## src/rtl/rx_flag_pkg.sv

```systemverilog
package rx_flag_pkg;
  // Flag indices; these are also bit positions in the status word.
  localparam int FLAG_FULL = 0;
  localparam int FLAG_OVR  = 1;
  localparam int NUM_FLAGS = 2;

  typedef logic [NUM_FLAGS-1:0] flag_vec_t;
endpackage

```

## src/rtl/rx_rst_sync.sv

```systemverilog
module rx_rst_sync #(
  parameter int STAGES = 2
) (
  input  logic clk,
  input  logic rst_n,
  output logic rst_sync_n
);
  logic [STAGES-1:0] sync_q;
  logic [STAGES-1:0] sync_d;

  always_comb begin
    sync_d = {sync_q[STAGES-2:0], 1'b1};
  end

  always_ff @(posedge clk or negedge rst_n) begin
    if (!rst_n) sync_q <= '0;
    else        sync_q <= sync_d;
  end

  assign rst_sync_n = sync_q[STAGES-1];
endmodule

```

## src/rtl/rx_flag_cell.sv

```systemverilog
module rx_flag_cell (
  input  logic clk,
  input  logic rst_n,
  input  logic set_i,
  input  logic wr0_i,
  input  logic force_clr_i,
  input  logic rd_i,
  output logic flag_o
);
  logic flag_q, flag_d;
  logic arm_q, arm_d;
  logic clr;

  always_comb begin
    clr    = (wr0_i & arm_q) | force_clr_i;
    flag_d = set_i | (flag_q & ~clr);
    arm_d  = flag_d & (arm_q | (rd_i & flag_q));
  end

  always_ff @(posedge clk or negedge rst_n) begin
    if (!rst_n) begin
      flag_q <= 1'b0;
      arm_q  <= 1'b0;
    end else begin
      flag_q <= flag_d;
      arm_q  <= arm_d;
    end
  end

  assign flag_o = flag_q;


  write_one_no_set_chk: assert property (@(posedge clk) disable iff (!rst_n)
    (!flag_q && !set_i) |=> !flag_q);

  unread_clear_ignored_chk: assert property (@(posedge clk) disable iff (!rst_n)
    (flag_q && !arm_q && !force_clr_i) |=> flag_q);
endmodule

```

## src/rtl/rx_data_hold.sv

```systemverilog
module rx_data_hold #(
  parameter int DATA_W = 8
) (
  input  logic              clk,
  input  logic              rst_n,
  input  logic              load_i,
  input  logic [DATA_W-1:0] byte_i,
  output logic [DATA_W-1:0] data_o
);
  logic [DATA_W-1:0] data_q, data_d;

  always_comb begin
    data_d = data_q;
    if (load_i) data_d = byte_i;
  end

  always_ff @(posedge clk or negedge rst_n) begin
    if (!rst_n) data_q <= '0;
    else        data_q <= data_d;
  end

  assign data_o = data_q;


  hold_without_load_chk: assert property (@(posedge clk) disable iff (!rst_n)
    !load_i |=> $stable(data_q));
endmodule

```

## src/rtl/rx_flag_ctrl.sv

```systemverilog
module rx_flag_ctrl
  import rx_flag_pkg::*;
#(
  parameter int DATA_W     = 8,
  parameter int SYNC_STAGE = 2
) (
  input  logic              clk,
  input  logic              rst_n,
  input  logic              rx_done_i,
  input  logic [DATA_W-1:0] rx_byte_i,
  input  logic              rx_en_i,
  input  logic              rx_ie_i,
  input  logic              sync_mode_i,
  input  logic              stat_rd_i,
  input  logic              stat_wr_i,
  input  logic [1:0]        stat_wdata_i,
  output logic [1:0]        stat_rdata_o,
  input  logic              dma_rd_i,
  output logic [DATA_W-1:0] rdata_o,
  output logic              full_o,
  output logic              ovr_o,
  output logic              rxi_o,
  output logic              rx_halt_o,
  output logic              tx_halt_o
);
  logic      rst_q_n;
  flag_vec_t flags;
  flag_vec_t set_vec;
  flag_vec_t frc_vec;
  flag_vec_t wr0_vec;
  logic      accept;
  logic      load;

  rx_rst_sync #(.STAGES(SYNC_STAGE)) u_rst (
    .clk        (clk),
    .rst_n      (rst_n),
    .rst_sync_n (rst_q_n)
  );

  always_comb begin
    accept                = rx_done_i & rx_en_i & ~flags[FLAG_OVR];
    load                  = accept & ~flags[FLAG_FULL];
    set_vec[FLAG_FULL]    = accept;
    set_vec[FLAG_OVR]     = accept & flags[FLAG_FULL];
    frc_vec[FLAG_FULL]    = dma_rd_i;
    frc_vec[FLAG_OVR]     = 1'b0;
    wr0_vec               = {NUM_FLAGS{stat_wr_i}} & ~stat_wdata_i;
  end

  for (genvar i = 0; i < NUM_FLAGS; i++) begin : g_flag
    rx_flag_cell u_cell (
      .clk         (clk),
      .rst_n       (rst_q_n),
      .set_i       (set_vec[i]),
      .wr0_i       (wr0_vec[i]),
      .force_clr_i (frc_vec[i]),
      .rd_i        (stat_rd_i),
      .flag_o      (flags[i])
    );
  end

  rx_data_hold #(.DATA_W(DATA_W)) u_data (
    .clk    (clk),
    .rst_n  (rst_q_n),
    .load_i (load),
    .byte_i (rx_byte_i),
    .data_o (rdata_o)
  );

  assign full_o       = flags[FLAG_FULL];
  assign ovr_o        = flags[FLAG_OVR];
  assign stat_rdata_o = flags;
  assign rxi_o        = flags[FLAG_FULL] & rx_ie_i;
  assign rx_halt_o    = flags[FLAG_OVR];
  assign tx_halt_o    = flags[FLAG_OVR] & sync_mode_i;


  overrun_on_full_chk: assert property (@(posedge clk) disable iff (!rst_q_n)
    (rx_done_i && rx_en_i && full_o && !ovr_o) |=> (ovr_o && $stable(rdata_o)));

  halted_ignores_rx_chk: assert property (@(posedge clk) disable iff (!rst_q_n)
    (ovr_o && rx_done_i) |=> $stable(rdata_o));

  disabled_ignores_rx_chk: assert property (@(posedge clk) disable iff (!rst_q_n)
    (!rx_en_i && !dma_rd_i && !stat_wr_i) |=> ($stable(rdata_o) && $stable(full_o) && $stable(ovr_o)));

  dma_clears_full_chk: assert property (@(posedge clk) disable iff (!rst_q_n)
    (dma_rd_i && !(rx_done_i && rx_en_i && !ovr_o)) |=> !full_o);

  dma_keeps_ovr_chk: assert property (@(posedge clk) disable iff (!rst_q_n)
    (ovr_o && !stat_wr_i) |=> ovr_o);

  set_wins_chk: assert property (@(posedge clk) disable iff (!rst_q_n)
    (full_o && !ovr_o && rx_done_i && rx_en_i && stat_wr_i && !stat_wdata_i[0]) |=> (full_o && ovr_o));
endmodule

```

## config.mk

```make
export PLATFORM = sky130hd
export DESIGN_NAME = rx_flag_ctrl
export DESIGN_NICKNAME = d
export VERILOG_FILES = /design/src/rtl/rx_flag_pkg.sv /design/src/rtl/rx_rst_sync.sv /design/src/rtl/rx_flag_cell.sv /design/src/rtl/rx_data_hold.sv /design/src/rtl/rx_flag_ctrl.sv
export SDC_FILE = /design/constraint.sdc
export NUM_CORES = 1
export LEC_CHECK = 0
export ABC_AREA = 1
export BUFFER_PORTS_ARGS = -buffer_cell sky130_fd_sc_hd__clkbuf_2
export CORE_MARGIN = 2
export CORE_UTILIZATION = 41
export DETAILED_ROUTE_END_ITERATION = 7
export PLACE_DENSITY = 0.8
export SLEW_MARGIN = 20
export SYNTH_ARGS = -nofsm -noshare
export SYNTH_HDL_FRONTEND = slang
export SYNTH_SLANG_ARGS = --single-unit
```

## constraint.sdc

```tcl
create_clock -name clk -period 0.9 [get_ports clk]
set_input_delay 0.18 -clock clk [delete_from_list [all_inputs] [get_ports clk]]
set_output_delay 0.18 -clock clk [all_outputs]
set_load 0.01 [all_outputs]
```

==> results of run 1 <==
cell type report:
type                            count  area, um2
Inverter                            6       32.5
Fill cell                         106        377
Timing Repair Buffer               42        265
Multi-Input combinational cell     42        235
Tap cell                           15       18.8
Sequential cell                    14        353
Clock buffer                        4       36.3
per-layer routing:
| metal | vias up | share of wire [%] | GRT usage, % |
|---|---|---|---|
| met1 | 253 | 39 | 20.0 |
| met3 | 2 | 5.6 | 3.48 |
| met5 | - | 0 | 0 |
| met2 | 22 | 54 | 27.5 |
| met4 | 0 | 0.87 | 7.74 |
| li1 | 285 | - | - |
worst max path at each step:
stage	end	slack (ns)	cells past startpoint	start
floorplan	u_data.data_o[0]	-0.03	5	g_flag[1].u_cell.flag_o
global placement	u_data.data_o[3]	-0.05	5	g_flag[1].u_cell.flag_o
detailed placement	u_data.data_o[7]	-0.08	5	g_flag[1].u_cell.flag_o
CTS	ovr_o	-0.21	2	g_flag[1].u_cell.flag_o
global route	u_data.data_o[1]	-0.31	6	g_flag[1].u_cell.flag_o
finish	stat_rdata_o[1]	-0.23	2	g_flag[1].u_cell.flag_o
metrics by stage:
stage	TNS (ns)	setup slack, ns
floorplan	-0.262	-0.0327
global placement	-0.331	-0.0475
detailed placement	-0.550	-0.0793
CTS	-3.51	-0.211
global route	-5.16	-0.305
finish	-3.74	-0.234
timing repair:
action / 4_1_cts / 5_1_grt
setup buffers: 3 / 2
hold endpoints to repair: 2 / 0
hold buffers: 1 / 0
setup endpoints to repair: 25 / 27
pin swaps: 8 / 7
resized for setup: 10 / 10
worst reg2reg max path: stages (launching register included):
cell and delay (ns):
dfrtp_2 0.44, buf_6 0.14, inv_6 0.06, nand3_4 0.08, nor2_4 0.20, nand2_1 0.09, nand2_1 0.06
cell usage in the layout (no fill, tap or decap), types with 2 or more instances in the layout:
cell type  synthesis  routed
a21oi_2            0       3
buf_4              3       5
buf_6              0       6
clkbuf_2           0      30
clkbuf_4           0       3
dfrtp_1           14      12
dfrtp_2            0       2
inv_1              4       4
inv_6              0       2
nand2_1           30      28
nand3_1            2       2
nor2_4             1       2
state kept, by name, indices dropped and copies added, names as in the netlist:
signal / cells
u_rst.sync_q: 2
u_data.data_o: 8
g_flag.u_cell.arm_q: 2
g_flag.u_cell.flag_o: 2
kinds of logic (layout without fill, tap and decap cells):
logic type      Yosys count  in the layout
compound gates            4              4
flops                    14             14
buf+inv                   9             52
simple gates             37             37
other cells               1              1
power by group:
part / internal, mW / leakage, nW / switching [mW]
clock: 0.246 / 0.0210 / 0.192
combinational: 0.659 / 0.334 / 0.664
sequential: 0.868 / 0.172 / 0.164
==> flow_summary.toml, run 1 <==
[global_route]
grt_usage_pct = 16.4
grt_max_degree = 9
grt_pass1_vias = 514
grt_pass1_wl_um = 2170
grt_remaining_overflow = 0
grt_antenna_before_repair = 0

[setup_path]
critPathLaunchType = "flip-flop"
r2r_start = "g_flag[1].u_cell.flag_o"
crit_fanout = 3
critPathCaptureType = "output pin"
critPathTopFamily = "flip-flops"
crit_buf_inv = 2
path_class = "flip-flop to output pin"
path_cells = "buf_6, buf_6"
rrSetupSlack_ns = -0.22
r2r-end = "u_data.data_o[1]"
critPathArrivalTime_ns = 0.95
slowest_delay_ns = 0.44
cp.required_ns = 0.72
path_common_cell = "buf_6"
r2r_cells = 6
critical-path-slowest-cell = "dfrtp_2"

[place]
gp_congestion = 0.751
port_buffers = 33
dp_cells = 113
dpl_cell_area_um2 = 791
hpwlAfterDp_um = 956

[clocking]
clock_sinks = 14
clockBufferDepth = 2
cts_tree = "yes"
insertion_delay_ns = 0.27
cts_made_buffers = 3
htree_levels = 1
path_clk_slew_ns = 0.08
clockRootBuffer = "clkbuf_4"

[final_layout]
area_growth_pct = 60.7
n_antenna_cell = 0
instances_no_fill = 123
drive_gt1_share_pct = 53.7
final_nets = 128
design_area_um2 = 941
final_core_util_pct = 71.4

[logic_synthesis]
synth-xor-area-share_pct = 0
yosys.area.top_type_share_pct = 59.8
synth_top_area_cell = "dfrtp_1"
synthMuxAreaShare_pct = 0
synth_common_cells = "nand2_1 (30), dfrtp_1 (14), a21oi_1 (4), inv_1 (4), buf_4 (3)"
synth_top_family_by_area = "simple AND/OR/NAND/NOR gates"
synth_cells = 65
yosysWarnings = 0
ys_async_sr_fraction_pct = 100
synth_area_leaders = "dfrtp_1 (60%), nand2_1 (19%), buf_4 (3.8%), a21oi_1 (3.4%), inv_1 (2.6%)"
synth-seq-area-share_pct = 59.8
syn_area_um2 = 586
ys_ff_latch = 14
synth_compound_area_share_pct = 3.42
synth_fa_ha_area_share_pct = 0
synth-simple-area-share_pct = 28.4
netlist-cell-type-count = 13
synth_ff_type = "dfrtp_1"
synth_nets = 84
synth-edff-count = 0
syn_avg_cell_area_um2 = 9.01
post-synth-top-count-cell = "nand2_1"

[drt]
num_vias = 562
drt_wl_total_um = 1380
ant_nets = 0
drt_iter0_drc = 15
dr.pass1.iters = 4
drc_errors = 0
viasPerCell = 4.57
wl_per_cell_um = 11.2

[timing]
hold_viol_final = 0
final-max-slew-violation-count = 0
fmax_ghz = 0.882
whs_ns = 0.0778
worst_slack_ns = -0.234
period_share_pct = 126
setup_violations = 27
rsz0062_at_grt = "true"
finalClockSkew_ns = 0.00586
final.min_clock_period_ns = 1.13

[floorplanning]
dieArea_um2 = 1750
io_pins = 34
rows = 13
core_area_um2 = 1320
fp.dieH_um = 41.8
start_util_pct = 44.4
die_x_um = 41.8

[power]
ir_drop_v = 0.00196
total_power_mw = 2.79
p_per_area_nw_per_um2 = 2970
leakage_nw = 0.527

[hold_path]
hp-class = "flip-flop to asynchronous set/reset pin"

[run]
drv_cap = 0

[outcome]
status = "finished, violations left"
failed_checks = "setup timing"
Note: power is estimated with default switching activity, not from simulation.
==> run 2, diff against run 1 <==
==> constraint.sdc (replaced) <==
create_clock -name clk -period 1.2 [get_ports clk]
set_input_delay 0.06 -clock clk [delete_from_list [all_inputs] [get_ports clk]]
set_output_delay 0.06 -clock clk [all_outputs]
set_load 0.01 [all_outputs]
==> flow_summary.toml, run 2 (synthesis gave the netlist of run 1 again) <==
[setup_path]
critPathLaunchType = "flip-flop"
r2r-end = "u_data.data_o[1]"
r2r_start = "g_flag[1].u_cell.flag_o"
critPathCaptureType = "output pin"
r2r_cells = 5
crit_fanout = 7
critPathArrivalTime_ns = 1.01
path_class = "flip-flop to output pin"
rrSetupSlack_ns = 0.14
cp.required_ns = 1.14

[hold_path]
hp-class = "primary input to flip-flop"
min_to = "u_data.data_o[1]"
min-delay-start = "rx_byte_i[1]"
holdPathStages = 3

[timing]
fmax_ghz = 0.933
period_share_pct = 89.3
rsz0062_at_grt = "false"
finalClockSkew_ns = 0.00295
tns_ns = 0
whs_ns = 0.0128
final.min_clock_period_ns = 1.07
final-max-slew-violation-count = 0
setup_violations = 0
hold_viol_final = 0

[global_route]
grt_usage_pct = 16.9
grt_antenna_before_repair = 0
grt_pass1_wl_um = 2270
grt_max_degree = 13
grt_remaining_overflow = 0
grt_pass1_vias = 549

[final_layout]
mostFrequentLayoutCells = "clkbuf_2 (33), nand2_1 (30), dfrtp_1 (14)"
final_common_cell = "clkbuf_2"
drive_gt1_share_pct = 38.7
n_antenna_cell = 0
area_growth_pct = 45.1
multi_input_area_um2 = 190
regArea_um2 = 350
design_area_um2 = 850
nFillCells = 111
final_nets = 127
largest_register_ffs = 8

[clocking]
path_clk_slew_ns = 0.07
postCtsSetupBuffers = 0
insertion_delay_ns = 0.27
clock_sinks = 14
cts_made_buffers = 3
clockRootBuffer = "clkbuf_4"
ctsResizeCount = 0
htree_levels = 1
clockBufferDepth = 2
cts_tree = "yes"

[floorplanning]
start_util_pct = 44.4
die_x_um = 41.8
io_pins = 34
fp.dieH_um = 41.8
dieArea_um2 = 1750
rows = 13
core_area_um2 = 1320

[power]
leakage_nw = 0.504
ir_drop_v = 0.00111
p_per_area_nw_per_um2 = 1940

[run]
drv_cap = 0

[drt]
drt_wl_total_um = 1270
ant_nets = 0
drc_errors = 0
drt_iter0_drc = 5
dr.pass1.iters = 3
wl_per_cell_um = 10.5
num_vias = 560
viasPerCell = 4.63

[place]
gp_congestion = 0.741
hpwlAfterDp_um = 885
port_buffers = 33
dpl_cell_area_um2 = 747

[outcome]
status = "finished, final reports clean"
-- run 2: worst max path at each step --
stage | startpoint | to | cells past startpoint
final | g_flag[0].u_cell.flag_o | rxi_o | 3
after global routing | g_flag[1].u_cell.flag_o | u_data.data_o[5] | 5
after CTS | g_flag[0].u_cell.flag_o | rxi_o | 3
after detailed placement | g_flag[1].u_cell.flag_o | u_data.data_o[1] | 5
after global placement | g_flag[0].u_cell.flag_o | u_data.data_o[0] | 4
after floorplan | g_flag[1].u_cell.flag_o | u_data.data_o[0] | 5
-- run 2: where the power goes --
| group | leakage (nW) | internal (mW) | switching (mW) | total (mW) |
|---|---|---|---|---|
| clock network | 0.0138 | 0.116 | 0.126 | 0.242 |
| registers | 0.175 | 0.645 | 0.136 | 0.781 |
| logic | 0.316 | 0.275 | 0.348 | 0.623 |
| total | 0.504 | 1.04 | 0.610 | 1.65 |
-- run 2: critical path, cell delays in order (launching register included) --
cell and delay, ns:
dfrtp_1 0.49, nand2_1 0.08, inv_1 0.06, clkbuf_2 0.12
-- run 2: cell type report --
class	instances	share of cell area, %
Clock buffer	3	2.65
Multi-Input combinational cell	42	22.4
Timing Repair Buffer	41	28.9
Tap cell	15	2.21
Inverter	6	2.65
Sequential cell	14	41.2
-- run 2: metrics by stage --
step / util (%) / worst slack (ns) / cells / power [mW]
after floorplan: - / 0.231 / 65 / 1.17
after global placement: 56.7 / 0.178 / 110 / 1.38
after detailed placement: 56.7 / 0.142 / 110 / 1.40
after CTS: 64.5 / 0.110 / 121 / 1.67
after global routing: 64.5 / 0.0257 / 121 / 1.80
final: 64.5 / 0.128 / 121 / 1.65
-- run 2: repair_timing --
item                                   CTS  global route
setup endpoints to repair                0             0
hold buffers                             8             0
endpoints found under the hold margin    9             0
-- run 2: metal layers --
metal / GRT usage, % / part of all wire [%] / vias up
met3: 2.61 / 6.6 / 2
met1: 19.5 / 40 / 253
met4: 5.81 / 0.39 / 0
met5: 0 / 0 / -
li1: - / - / 281
met2: 31.3 / 53 / 24
